[config.mk]
export PLATFORM = sky130hd
export DESIGN_NAME = uart_regbank
export DESIGN_NICKNAME = d
export VERILOG_FILES = /design/src/rtl/uart_regbank_pkg.sv /design/src/rtl/uart_regbank_decode.sv /design/src/rtl/uart_regbank_store.sv /design/src/rtl/uart_regbank_rdmux.sv /design/src/rtl/uart_regbank_strobe.sv /design/src/rtl/uart_regbank.sv
export SDC_FILE = /design/constraint.sdc
export NUM_CORES = 1
export LEC_CHECK = 0
export ABC_AREA = 1
export CAP_MARGIN = 30
export CORE_ASPECT_RATIO = 1.25
export CORE_MARGIN = 2
export CORE_UTILIZATION = 49
export CTS_BUF_LIST = sky130_fd_sc_hd__clkbuf_8 sky130_fd_sc_hd__clkbuf_16
export CTS_CLUSTER_DIAMETER = 200
export DETAILED_ROUTE_END_ITERATION = 7
export PLACE_DENSITY = 0.81
export SLEW_MARGIN = 20
export SYNTH_ARGS = -nofsm -noshare
export SYNTH_HDL_FRONTEND = slang
export SYNTH_SLANG_ARGS = --single-unit
[constraint.sdc]
create_clock -name clk -period 3 [get_ports clk]
set_input_delay 0.3 -clock clk [delete_from_list [all_inputs] [get_ports clk]]
set_output_delay 0.3 -clock clk [all_outputs]
set_load 0.01 [all_outputs]
[src/rtl/uart_regbank_pkg.sv]
package uart_regbank_pkg;

  localparam int unsigned AW = 3;

  localparam logic [AW-1:0] A_DATA = 3'd0;
  localparam logic [AW-1:0] A_IEN  = 3'd1;
  localparam logic [AW-1:0] A_STAT = 3'd2;
  localparam logic [AW-1:0] A_LCTL = 3'd3;
  localparam logic [AW-1:0] A_MCTL = 3'd4;
  localparam logic [AW-1:0] A_LSTS = 3'd5;
  localparam logic [AW-1:0] A_MSTS = 3'd6;
  localparam logic [AW-1:0] A_SCR  = 3'd7;

  // index of each stored register in the storage array
  localparam int unsigned NREG   = 7;
  localparam int unsigned IX_IER = 0;
  localparam int unsigned IX_FCR = 1;
  localparam int unsigned IX_LCR = 2;
  localparam int unsigned IX_MCR = 3;
  localparam int unsigned IX_SPR = 4;
  localparam int unsigned IX_DLL = 5;
  localparam int unsigned IX_DLM = 6;

  typedef enum logic [3:0] {
    RS_NONE, RS_RHR, RS_IER, RS_ISR, RS_LCR, RS_MCR,
    RS_LSR, RS_MSR, RS_SPR, RS_DLL, RS_DLM
  } rd_sel_e;

  typedef struct packed {
    logic thr;
    logic [NREG-1:0] reg_we;
  } wr_dec_t;

endpackage

[src/rtl/uart_regbank_decode.sv]
module uart_regbank_decode
  import uart_regbank_pkg::*;
(
  input  logic          cs,
  input  logic          rd,
  input  logic          wr,
  input  logic [AW-1:0] addr,
  input  logic          dlab,
  output wr_dec_t       wdec,
  output rd_sel_e       rsel
);

  always_comb begin
    wdec = '0;
    if (cs && wr) begin
      case (addr)
        A_DATA: if (dlab) wdec.reg_we[IX_DLL] = 1'b1;
                else      wdec.thr            = 1'b1;
        A_IEN:  if (dlab) wdec.reg_we[IX_DLM] = 1'b1;
                else      wdec.reg_we[IX_IER] = 1'b1;
        A_STAT: wdec.reg_we[IX_FCR] = 1'b1;
        A_LCTL: wdec.reg_we[IX_LCR] = 1'b1;
        A_MCTL: wdec.reg_we[IX_MCR] = 1'b1;
        A_SCR:  wdec.reg_we[IX_SPR] = 1'b1;
        default: wdec = '0;
      endcase
    end
  end

  always_comb begin
    rsel = RS_NONE;
    if (cs && rd) begin
      case (addr)
        A_DATA: rsel = dlab ? RS_DLL : RS_RHR;
        A_IEN:  rsel = dlab ? RS_DLM : RS_IER;
        A_STAT: rsel = RS_ISR;
        A_LCTL: rsel = RS_LCR;
        A_MCTL: rsel = RS_MCR;
        A_LSTS: rsel = RS_LSR;
        A_MSTS: rsel = RS_MSR;
        A_SCR:  rsel = RS_SPR;
        default: rsel = RS_NONE;
      endcase
    end
  end

endmodule

[src/rtl/uart_regbank_store.sv]
module uart_regbank_store
  import uart_regbank_pkg::*;
#(
  parameter int unsigned DW = 8
) (
  input  logic                  clk,
  input  logic                  rst_n,
  input  logic [NREG-1:0]       reg_we,
  input  logic [DW-1:0]         wdata,
  output logic [NREG-1:0][DW-1:0] regs
);

  logic [NREG-1:0][DW-1:0] regs_q;
  logic [NREG-1:0][DW-1:0] regs_d;

  for (genvar i = 0; i < NREG; i++) begin : g_reg
    always_comb begin
      regs_d[i] = regs_q[i];
      if (reg_we[i]) regs_d[i] = wdata;
    end

    always_ff @(posedge clk or negedge rst_n) begin
      if (!rst_n) regs_q[i] <= '0;
      else        regs_q[i] <= regs_d[i];
    end
  end

  assign regs = regs_q;

endmodule

[src/rtl/uart_regbank_rdmux.sv]
module uart_regbank_rdmux
  import uart_regbank_pkg::*;
#(
  parameter int unsigned DW = 8
) (
  input  logic                    clk,
  input  logic                    rst_n,
  input  rd_sel_e                 rsel,
  input  logic [NREG-1:0][DW-1:0] regs,
  input  logic [DW-1:0]           rhr_in,
  input  logic [DW-1:0]           isr_in,
  input  logic [DW-1:0]           lsr_in,
  input  logic [DW-1:0]           msr_in,
  output logic [DW-1:0]           rdata
);

  logic [DW-1:0] mux_val;
  logic [DW-1:0] rdata_q;
  logic [DW-1:0] rdata_d;
  logic          rd_en;

  always_comb begin
    case (rsel)
      RS_RHR:  mux_val = rhr_in;
      RS_IER:  mux_val = regs[IX_IER];
      RS_ISR:  mux_val = isr_in;
      RS_LCR:  mux_val = regs[IX_LCR];
      RS_MCR:  mux_val = regs[IX_MCR];
      RS_LSR:  mux_val = lsr_in;
      RS_MSR:  mux_val = msr_in;
      RS_SPR:  mux_val = regs[IX_SPR];
      RS_DLL:  mux_val = regs[IX_DLL];
      RS_DLM:  mux_val = regs[IX_DLM];
      default: mux_val = '0;
    endcase
  end

  assign rd_en = (rsel != RS_NONE);

  always_comb begin
    rdata_d = rdata_q;
    if (rd_en) rdata_d = mux_val;
  end

  always_ff @(posedge clk or negedge rst_n) begin
    if (!rst_n) rdata_q <= '0;
    else        rdata_q <= rdata_d;
  end

  assign rdata = rdata_q;

endmodule

[src/rtl/uart_regbank_strobe.sv]
module uart_regbank_strobe
  import uart_regbank_pkg::*;
#(
  parameter int unsigned DW = 8
) (
  input  logic          clk,
  input  logic          rst_n,
  input  rd_sel_e       rsel,
  input  logic          thr_we,
  input  logic [DW-1:0] wdata,
  output logic          rx_pop,
  output logic          tx_push,
  output logic [DW-1:0] tx_data
);

  logic          pop_q, pop_d;
  logic          push_q, push_d;
  logic [DW-1:0] txd_q, txd_d;

  always_comb begin
    pop_d  = (rsel == RS_RHR);
    push_d = thr_we;
    txd_d  = txd_q;
    if (thr_we) txd_d = wdata;
  end

  always_ff @(posedge clk or negedge rst_n) begin
    if (!rst_n) begin
      pop_q  <= 1'b0;
      push_q <= 1'b0;
      txd_q  <= '0;
    end else begin
      pop_q  <= pop_d;
      push_q <= push_d;
      txd_q  <= txd_d;
    end
  end

  assign rx_pop  = pop_q;
  assign tx_push = push_q;
  assign tx_data = txd_q;

endmodule

[src/rtl/uart_regbank.sv]
module uart_regbank
  import uart_regbank_pkg::*;
#(
  parameter int unsigned DW = 8
) (
  input  logic          clk,
  input  logic          rst_n,
  input  logic          cs,
  input  logic          rd,
  input  logic          wr,
  input  logic [2:0]    addr,
  input  logic [DW-1:0] wdata,
  output logic [DW-1:0] rdata,
  input  logic [DW-1:0] rhr_in,
  input  logic [DW-1:0] isr_in,
  input  logic [DW-1:0] lsr_in,
  input  logic [DW-1:0] msr_in,
  output logic          rx_pop,
  output logic          tx_push,
  output logic [DW-1:0] tx_data,
  output logic [DW-1:0] ier_o,
  output logic [DW-1:0] fcr_o,
  output logic [DW-1:0] lcr_o,
  output logic [DW-1:0] mcr_o,
  output logic [DW-1:0] dll_o,
  output logic [DW-1:0] dlm_o
);

  localparam int unsigned DLAB_BIT = DW - 1;

  // reset: asserted asynchronously, released on a clock edge
  logic [1:0] rst_sync_q;
  logic       rst_n_int;

  always_ff @(posedge clk or negedge rst_n) begin
    if (!rst_n) rst_sync_q <= 2'b00;
    else        rst_sync_q <= {rst_sync_q[0], 1'b1};
  end

  assign rst_n_int = rst_sync_q[1];

  wr_dec_t                 wdec;
  rd_sel_e                 rsel;
  logic [NREG-1:0][DW-1:0] regs;

  uart_regbank_decode u_dec (
    .cs   (cs),
    .rd   (rd),
    .wr   (wr),
    .addr (addr),
    .dlab (regs[IX_LCR][DLAB_BIT]),
    .wdec (wdec),
    .rsel (rsel)
  );

  uart_regbank_store #(.DW(DW)) u_store (
    .clk    (clk),
    .rst_n  (rst_n_int),
    .reg_we (wdec.reg_we),
    .wdata  (wdata),
    .regs   (regs)
  );

  uart_regbank_rdmux #(.DW(DW)) u_rdmux (
    .clk    (clk),
    .rst_n  (rst_n_int),
    .rsel   (rsel),
    .regs   (regs),
    .rhr_in (rhr_in),
    .isr_in (isr_in),
    .lsr_in (lsr_in),
    .msr_in (msr_in),
    .rdata  (rdata)
  );

  uart_regbank_strobe #(.DW(DW)) u_strobe (
    .clk     (clk),
    .rst_n   (rst_n_int),
    .rsel    (rsel),
    .thr_we  (wdec.thr),
    .wdata   (wdata),
    .rx_pop  (rx_pop),
    .tx_push (tx_push),
    .tx_data (tx_data)
  );

  assign ier_o = regs[IX_IER];
  assign fcr_o = regs[IX_FCR];
  assign lcr_o = regs[IX_LCR];
  assign mcr_o = regs[IX_MCR];
  assign dll_o = regs[IX_DLL];
  assign dlm_o = regs[IX_DLM];

endmodule

==> summary.txt, run 1 <==
Floorplan
  – Initial core utilization: 0.504
  – I/O pin count: 114
  – Die area: 0.00919 sq mm
  – Site Rows: 37
  – Die X: 86.1 um
  – Core area: 0.00819 sq mm
  – Die H: 107 um

Setup path
  – Crit. End Element: flip-flop
  – WP data arrival: 2520 ps
  – Startpoint types: input pin
  – WS Path Type: in -> reg
  – CP Max Fanout: 16
  – CP required: 3230 ps

Timing
  – Min Tclk post-route: 2280 ps
  – Fmax: 0.438 GHz
  – Tightest Pin Transition: 621 ps
  – Hold Fails Final Rpt: 0
  – Final setup viols: 0
  – Clock Skew: 8.77 ps
  – Max-slew violations: 0
  – Unrepaired setup endpoints after global routing: no
  – Tcrit/Tclk final: 0.760
  – Total negative slack: 0 ps
  – Final hold slack: 93.8 ps
  – Slew HR: 0.585

CTS
  – Clock Latency Late Sink: 360 ps
  – CTS Root Cell: clkbuf_8
  – CTS-repair resized insts: 0
  – Hold buffer count at CTS: 0
  – Clock sinks: 76
  – Post-CTS setup buffer count: 0
  – Clock tree buffer depth: 2
  – CTS tree: built
  – Clock-pin slew on the worst setup and hold paths: 80 ps
  – Num CTS Buffers: 9
  – H-tree Lvls: 3

Global routing
  – Gr ovfl total: 0
  – Vias in the first global route: 3,521
  – Total track usage: 0.265
  – Pin count of the biggest net entering global routing: 30
  – First-pass GRT wire length: 18.5 mm
  – Initial antenna violation count: 0

Drt
  – Routed WL: 11.9 mm
  – Routed wire per std cell: 17.8 um
  – Via Count: 3,773
  – ANT nets after route: 0
  – Pre-antenna DRT Iters: 5
  – DRT iter0 DRCs: 392
  – DR vias/cell: 5.64
  – DRC Markers: 0

Yosys
  – Mean Syn Cell Area: 8.17 sq um
  – Top cell type's share of synthesized area: 0.460
  – Synth unique cells: 25
  – Yosys top cell by area: dfrtp_1
  – Seq cells post-synth: 76
  – Sequential share of the synthesized area: 0.460
  – Synth Cell Area: 0.00413 sq mm
  – Number of synthesized flops with an enable pin: 0
  – Post-synthesis cell count: 506
  – Top cells by area, synth: dfrtp_1 (46%), nand2_1 (9.9%), buf_4 (9.4%)
  – YS warnings: 0
  – Top-count cell post-synth: nand2_1
  – Top_reg_cell synth: dfrtp_1
  – Ys async rst share: 1.00
  – Synth cell count leaders: nand2_1 (109), dfrtp_1 (76), buf_4 (52)
  – Synth Net Count: 558

Placed design
  – Port Buffers: 113
  – Detail Placement HPWL: 8.76 mm
  – Placer Congestion: 0.921

Power
  – Combinational Power Share: 0.288
  – Sequential Power Share: 0.469
  – Pint: 0.00204 W
  – Leakage: 2.40 nW
  – PwrDens: 586 mW/mm^2
  – Max VDD drop: 0.000349 V
  – Clock share of power: 0.243
  – Net switching power: 0.000982 W
  – Sw Share: 0.325

Layout
  – Final nets: 619
  – Layout cells sized above 1: 0.0787
  – Synthesis-to-layout area growth: 24.6%
  – Number of diodes: 0

Flow run
  – Maxcap violations: 0

Min path
  – Hold Crit Class: in -> async

Run status
  – Status: finished clean
## layout by cell type, fill, tap and decap left out, drive strengths merged
| master | count |
|---|---|
| nand4 | 49 |
| a21oi | 16 |
| buf | 8 |
| clkdlybuf4s50 | 113 |
| dfrtp | 76 |
| ha | 4 |
| clkinv | 2 |
| nor2 | 47 |
| inv | 32 |
| nand2 | 113 |
| o21ai | 50 |
| clkbuf | 10 |
| conb | 1 |
| nand3 | 48 |
| clkinvlp | 2 |
| nor3 | 1 |
## path summary, 6_finish.rpt
kind	slack, ps	end	from	cells after the start
min in group clk	370	rst_sync_q[1]	rst_sync_q[0]	0
worst max register to register	1020	u_rdmux.rdata[3]	u_store.regs[23]	7
max in group asynchronous	1960	u_store.regs[18]	rst_sync_q[1]	1
worst min register to register	290	u_store.regs[27]	rst_sync_q[1]	0
worst min-delay path	90	rst_sync_q[1]	rst_n	1
worst max-delay path	720	u_rdmux.rdata[3]	addr[1]	11
## power groups by stage
stage                     Sequential [W]  Combinational [W]  Clock (W)
after global routing             0.00144           0.000942   0.000784
after detailed placement         0.00143           0.000872          0
after CTS                        0.00141           0.000875   0.000743
after global placement           0.00143           0.000848          0
after floorplan                  0.00140           0.000525          0
final                            0.00141           0.000870   0.000733
## per-layer routing
layer  track usage  vias to the layer above  wire length, um
met5             0                        -                0
met4         0.118                        0              357
met2         0.424                      172             5860
met1         0.356                     1803             4920
li1              -                     1772                -
met3        0.0408                       26              764
## cells by family (layout without fill, tap and decap cells)
family | count (synthesis) | after routing | synth area share
flops | 76 | 76 | 0.460
fa+ha+maj | 4 | 4 | 0.0121
other cells | 1 | 1 | 0.000907
compound gates | 66 | 66 | 0.0808
buf+inv | 101 | 167 | 0.144
simple gates | 258 | 258 | 0.302
## sequential cells by signal, summed over array words and instances, names as in the netlist
register          cells
rst_sync_q            2
u_strobe.rx_pop       1
u_store.regs         56
u_rdmux.rdata         8
u_strobe.tx_push      1
u_strobe.tx_data      8
## area by class of cell
class / count / area, sq um
clock inverter: 6 / 46.3
inverter: 30 / 115
timing repair buffer: 121 / 1190
tap: 97 / 121
fill: 710 / 3040
clock buffer: 10 / 138
sequential: 76 / 1900
multi-input combinational: 329 / 1640
## through the flow
step | util | power (W) | instance area [sq um] | instances | worst slack (ps)
CTS | 0.628 | 0.00303 | 5150 | 669 | 778
global route | 0.628 | 0.00317 | 5150 | 669 | 530
floorplan | - | 0.00192 | 4130 | 506 | 727
finish | 0.628 | 0.00302 | 5150 | 669 | 719
global placement | 0.606 | 0.00228 | 4970 | 653 | 527
detailed placement | 0.606 | 0.00230 | 4970 | 653 | 418
## critical path: stages
cell and delay [ps]:
clkdlybuf4s50_1 510, inv_1 80, ha_1 240, nor2_1 160, nand3_1 90, nand3_1 70, nand3_1 450, nand4_1 230
nand2_1 70, nor2_1 200, nand4_1 120
Note: power is estimated with default switching activity, not from simulation.
==> run 2, diff against run 1 <==
- clock period: 3 -> 2.4 ns (I/O delays scaled with it)
==> run 2 against run 1 <==
  * First-iteration DRC count down 6.9%
  * Count of clock-buffer cells in the layout down 1
  * Non-clock buffer count up 5
  * Final cell count up 0.75%
  * Power up 27%
  * Clock power up 31%
  * Flip-flop and latch count unchanged
  * Register-to-register slack worse by 330 ps
  * Critical path depth up 1
  * Design area up 1.4%
  * Combinational power up 26%
  * Sequential power up 25%
  * Critical endpoint unchanged
  * Largest cell class unchanged
==> summary.txt, run 2 (synthesis results as in run 1) <==
Layout
  – Fillcell total: 692 (-2.5%)
  – Commonest non-fill, non-tap cells in the layout: clkdlybuf4s50_1 (113), nand2_1 (109), dfrtp_1 (75)
  – Final nets: 624 (+0.81%)
  – Synthesis-to-layout area growth: 26.3%
  – Most common cell after layout, fill and taps aside: clkdlybuf4s50_1
  – Reg area: 0.00190 sq mm (unchanged)
  – Max FFs per register: 56 (unchanged)
  – Number of diodes: 0 (unchanged)
  – Layout cells sized above 1: 0.0849 (+0.00625)
  – Multi-input logic area: 0.00164 sq mm (unchanged)
  – Final core occ: 0.637 (+0.00870)

CTS
  – Clock-pin slew on the worst setup and hold paths: 80 ps (about the same)
  – CTS-repair resized insts: 0 (unchanged)
  – Num CTS Buffers: 9 (unchanged)
  – Clock sinks: 76 (unchanged)
  – CTS Root Cell: clkbuf_8
  – CTS tree: built
  – Clock tree buffer depth: 2 (unchanged)
  – H-tree Lvls: 3 (unchanged)
  – Post-CTS setup buffer count: 0 (unchanged)
  – Hold buffer count at CTS: 0 (unchanged)
  – Clock Latency Late Sink: 350 ps (about the same)

Timing
  – Clock Skew: 6.96 ps (-1.81 ps)
  – Hold Fails Final Rpt: 0 (unchanged)
  – Unrepaired setup endpoints after global routing: no
  – Slew HR: 0.605 (+0.0209)
  – Tightest Pin Transition: 590 ps (-31.2 ps)
  – Min Tclk post-route: 2080 ps
  – Final setup viols: 0 (unchanged)
  – Max-slew violations: 0 (unchanged)
  – Tcrit/Tclk final: 0.866
  – Fmax: 0.481 GHz
  – Final worst slack: 322 ps (-396 ps)

Floorplan
  – Die area: 0.00919 sq mm (unchanged)
  – Initial core utilization: 0.504 (unchanged)
  – Die H: 107 um (unchanged)
  – I/O pin count: 114 (unchanged)
  – Core area: 0.00819 sq mm (unchanged)
  – Site Rows: 37 (unchanged)
  – Die X: 86.1 um (unchanged)

Placed design
  – DP Worst Slack: -21.3 ps (-440 ps)
  – Port Buffers: 113 (unchanged)
  – Detail Placement HPWL: 8.65 mm (-1.3%)
  – Placer Congestion: 1.00 (+8.8%)

Drt
  – Routed WL: 11.8 mm (-0.77%)
  – DRC Markers: 0 (unchanged)
  – Via Count: 3,731 (-1.1%)
  – DRT iter0 DRCs: 365 (-6.9%)
  – ANT nets after route: 0 (unchanged)
  – Pre-antenna DRT Iters: 6 (+1)
  – DR vias/cell: 5.54 (-1.8%)
  – Routed wire per std cell: 17.5 um (-1.5%)

Setup path
  – CP Max Fanout: 24 (+8)
  – Largest stage delay, worst path: 520 ps (about the same)
  – CP required: 2690 ps (-540 ps)
  – Crit-path cells: clkdlybuf4s50_1 -> inv_1 -> ha_1 -> o21ai_0 -> nand3_1 -> nand2_4 -> inv_4 -> nor2_8 -> inv_2 -> nor2_4 -> nand2_1 -> nand4_1
  – Crit. End Element: flip-flop
  – WS Path Type: in -> reg
  – WP data arrival: 2360 ps (-160 ps)
  – Worst path slowest cell: clkdlybuf4s50_1
  – Startpoint types: input pin

Min path
  – Hold Crit Class: in -> async

Global routing
  – Gr ovfl total: 0 (unchanged)
  – Initial antenna violation count: 0 (unchanged)
  – Pin count of the biggest net entering global routing: 75 (+150%)
  – Vias in the first global route: 3,473 (-1.4%)
  – Total track usage: 0.263 (-0.00221)
  – First-pass GRT wire length: 18.1 mm (-1.9%)

Flow run
  – Maxcap violations: 0 (unchanged)

Power
  – Max VDD drop: 0.000382 V (+9.6%)
  – Leakage: 2.45 nW (+1.8%)
  – PwrDens: 732 mW/mm^2 (+25%)

Run status
  – Status: finished clean
run 2: critical path: cells and delay by family:
family / cells / cell delay, ps
and+or+nand+nor: 6 / 900
buffers and inverters: 4 / 760
AOI/OAI and AO/OA: 1 / 210
adders and majority gates: 1 / 240
run 2: routing by layer:
| layer | track usage | up-vias | share of wire |
|---|---|---|---|
| li1 | - | 1778 | - |
| met3 | 0.0547 | 28 | 0.073 |
| met5 | 0 | - | 0 |
| met1 | 0.346 | 1757 | 0.41 |
| met4 | 0.0998 | 0 | 0.031 |
| met2 | 0.427 | 168 | 0.49 |
run 2: worst paths after layout:
| path | slack [ps] | cells past startpoint | start | endpoint |
|---|---|---|---|---|
| setup / recovery | 320 | 12 | addr[1] | u_rdmux.rdata[3] |
| hold / removal | 40 | 1 | rst_n | rst_sync_q[0] |
| setup reg to reg | 690 | 9 | u_store.regs[23] | u_rdmux.rdata[3] |
| hold reg to reg | 300 | 1 | rst_sync_q[1] | u_store.regs[19] |
| max in group asynchronous | 1780 | 1 | rst_sync_q[1] | u_store.regs[47] |
| min in group clk | 360 | 0 | rst_sync_q[0] | rst_sync_q[1] |
run 2: power breakdown:
part	total [W]	switching, W	leakage [nW]	internal (W)
Clock	0.000961	0.000485	0.100	0.000476
Combinational	0.00110	0.000500	1.39	0.000602
Sequential	0.00176	0.000218	0.957	0.00154
run 2: area by class of cell:
| class | count | share of cell area |
|---|---|---|
| flip-flops and latches | 76 | 0.364 |
| multi-input cells | 329 | 0.313 |
| repair buffers | 126 | 0.240 |
| clock buffers | 9 | 0.0237 |
| well taps | 97 | 0.0232 |
| inverters | 30 | 0.0220 |
| clock inverters | 7 | 0.0132 |
run 2: stage by stage:
| stage | instance area (sq um) | TNS, ps | power [W] | hold slack [ps] | std cells |
|---|---|---|---|---|---|
| floorplan | 4130 | 0 | 0.00241 | -55.6 | 506 |
| global placement | 5030 | 0 | 0.00284 | 300 | 658 |
| detailed placement | 5030 | -69.8 | 0.00288 | 317 | 658 |
| CTS | 5220 | 0 | 0.00384 | 26.6 | 674 |
| global route | 5220 | 0 | 0.00402 | 25.3 | 674 |
| finish | 5220 | 0 | 0.00382 | 35.1 | 674 |
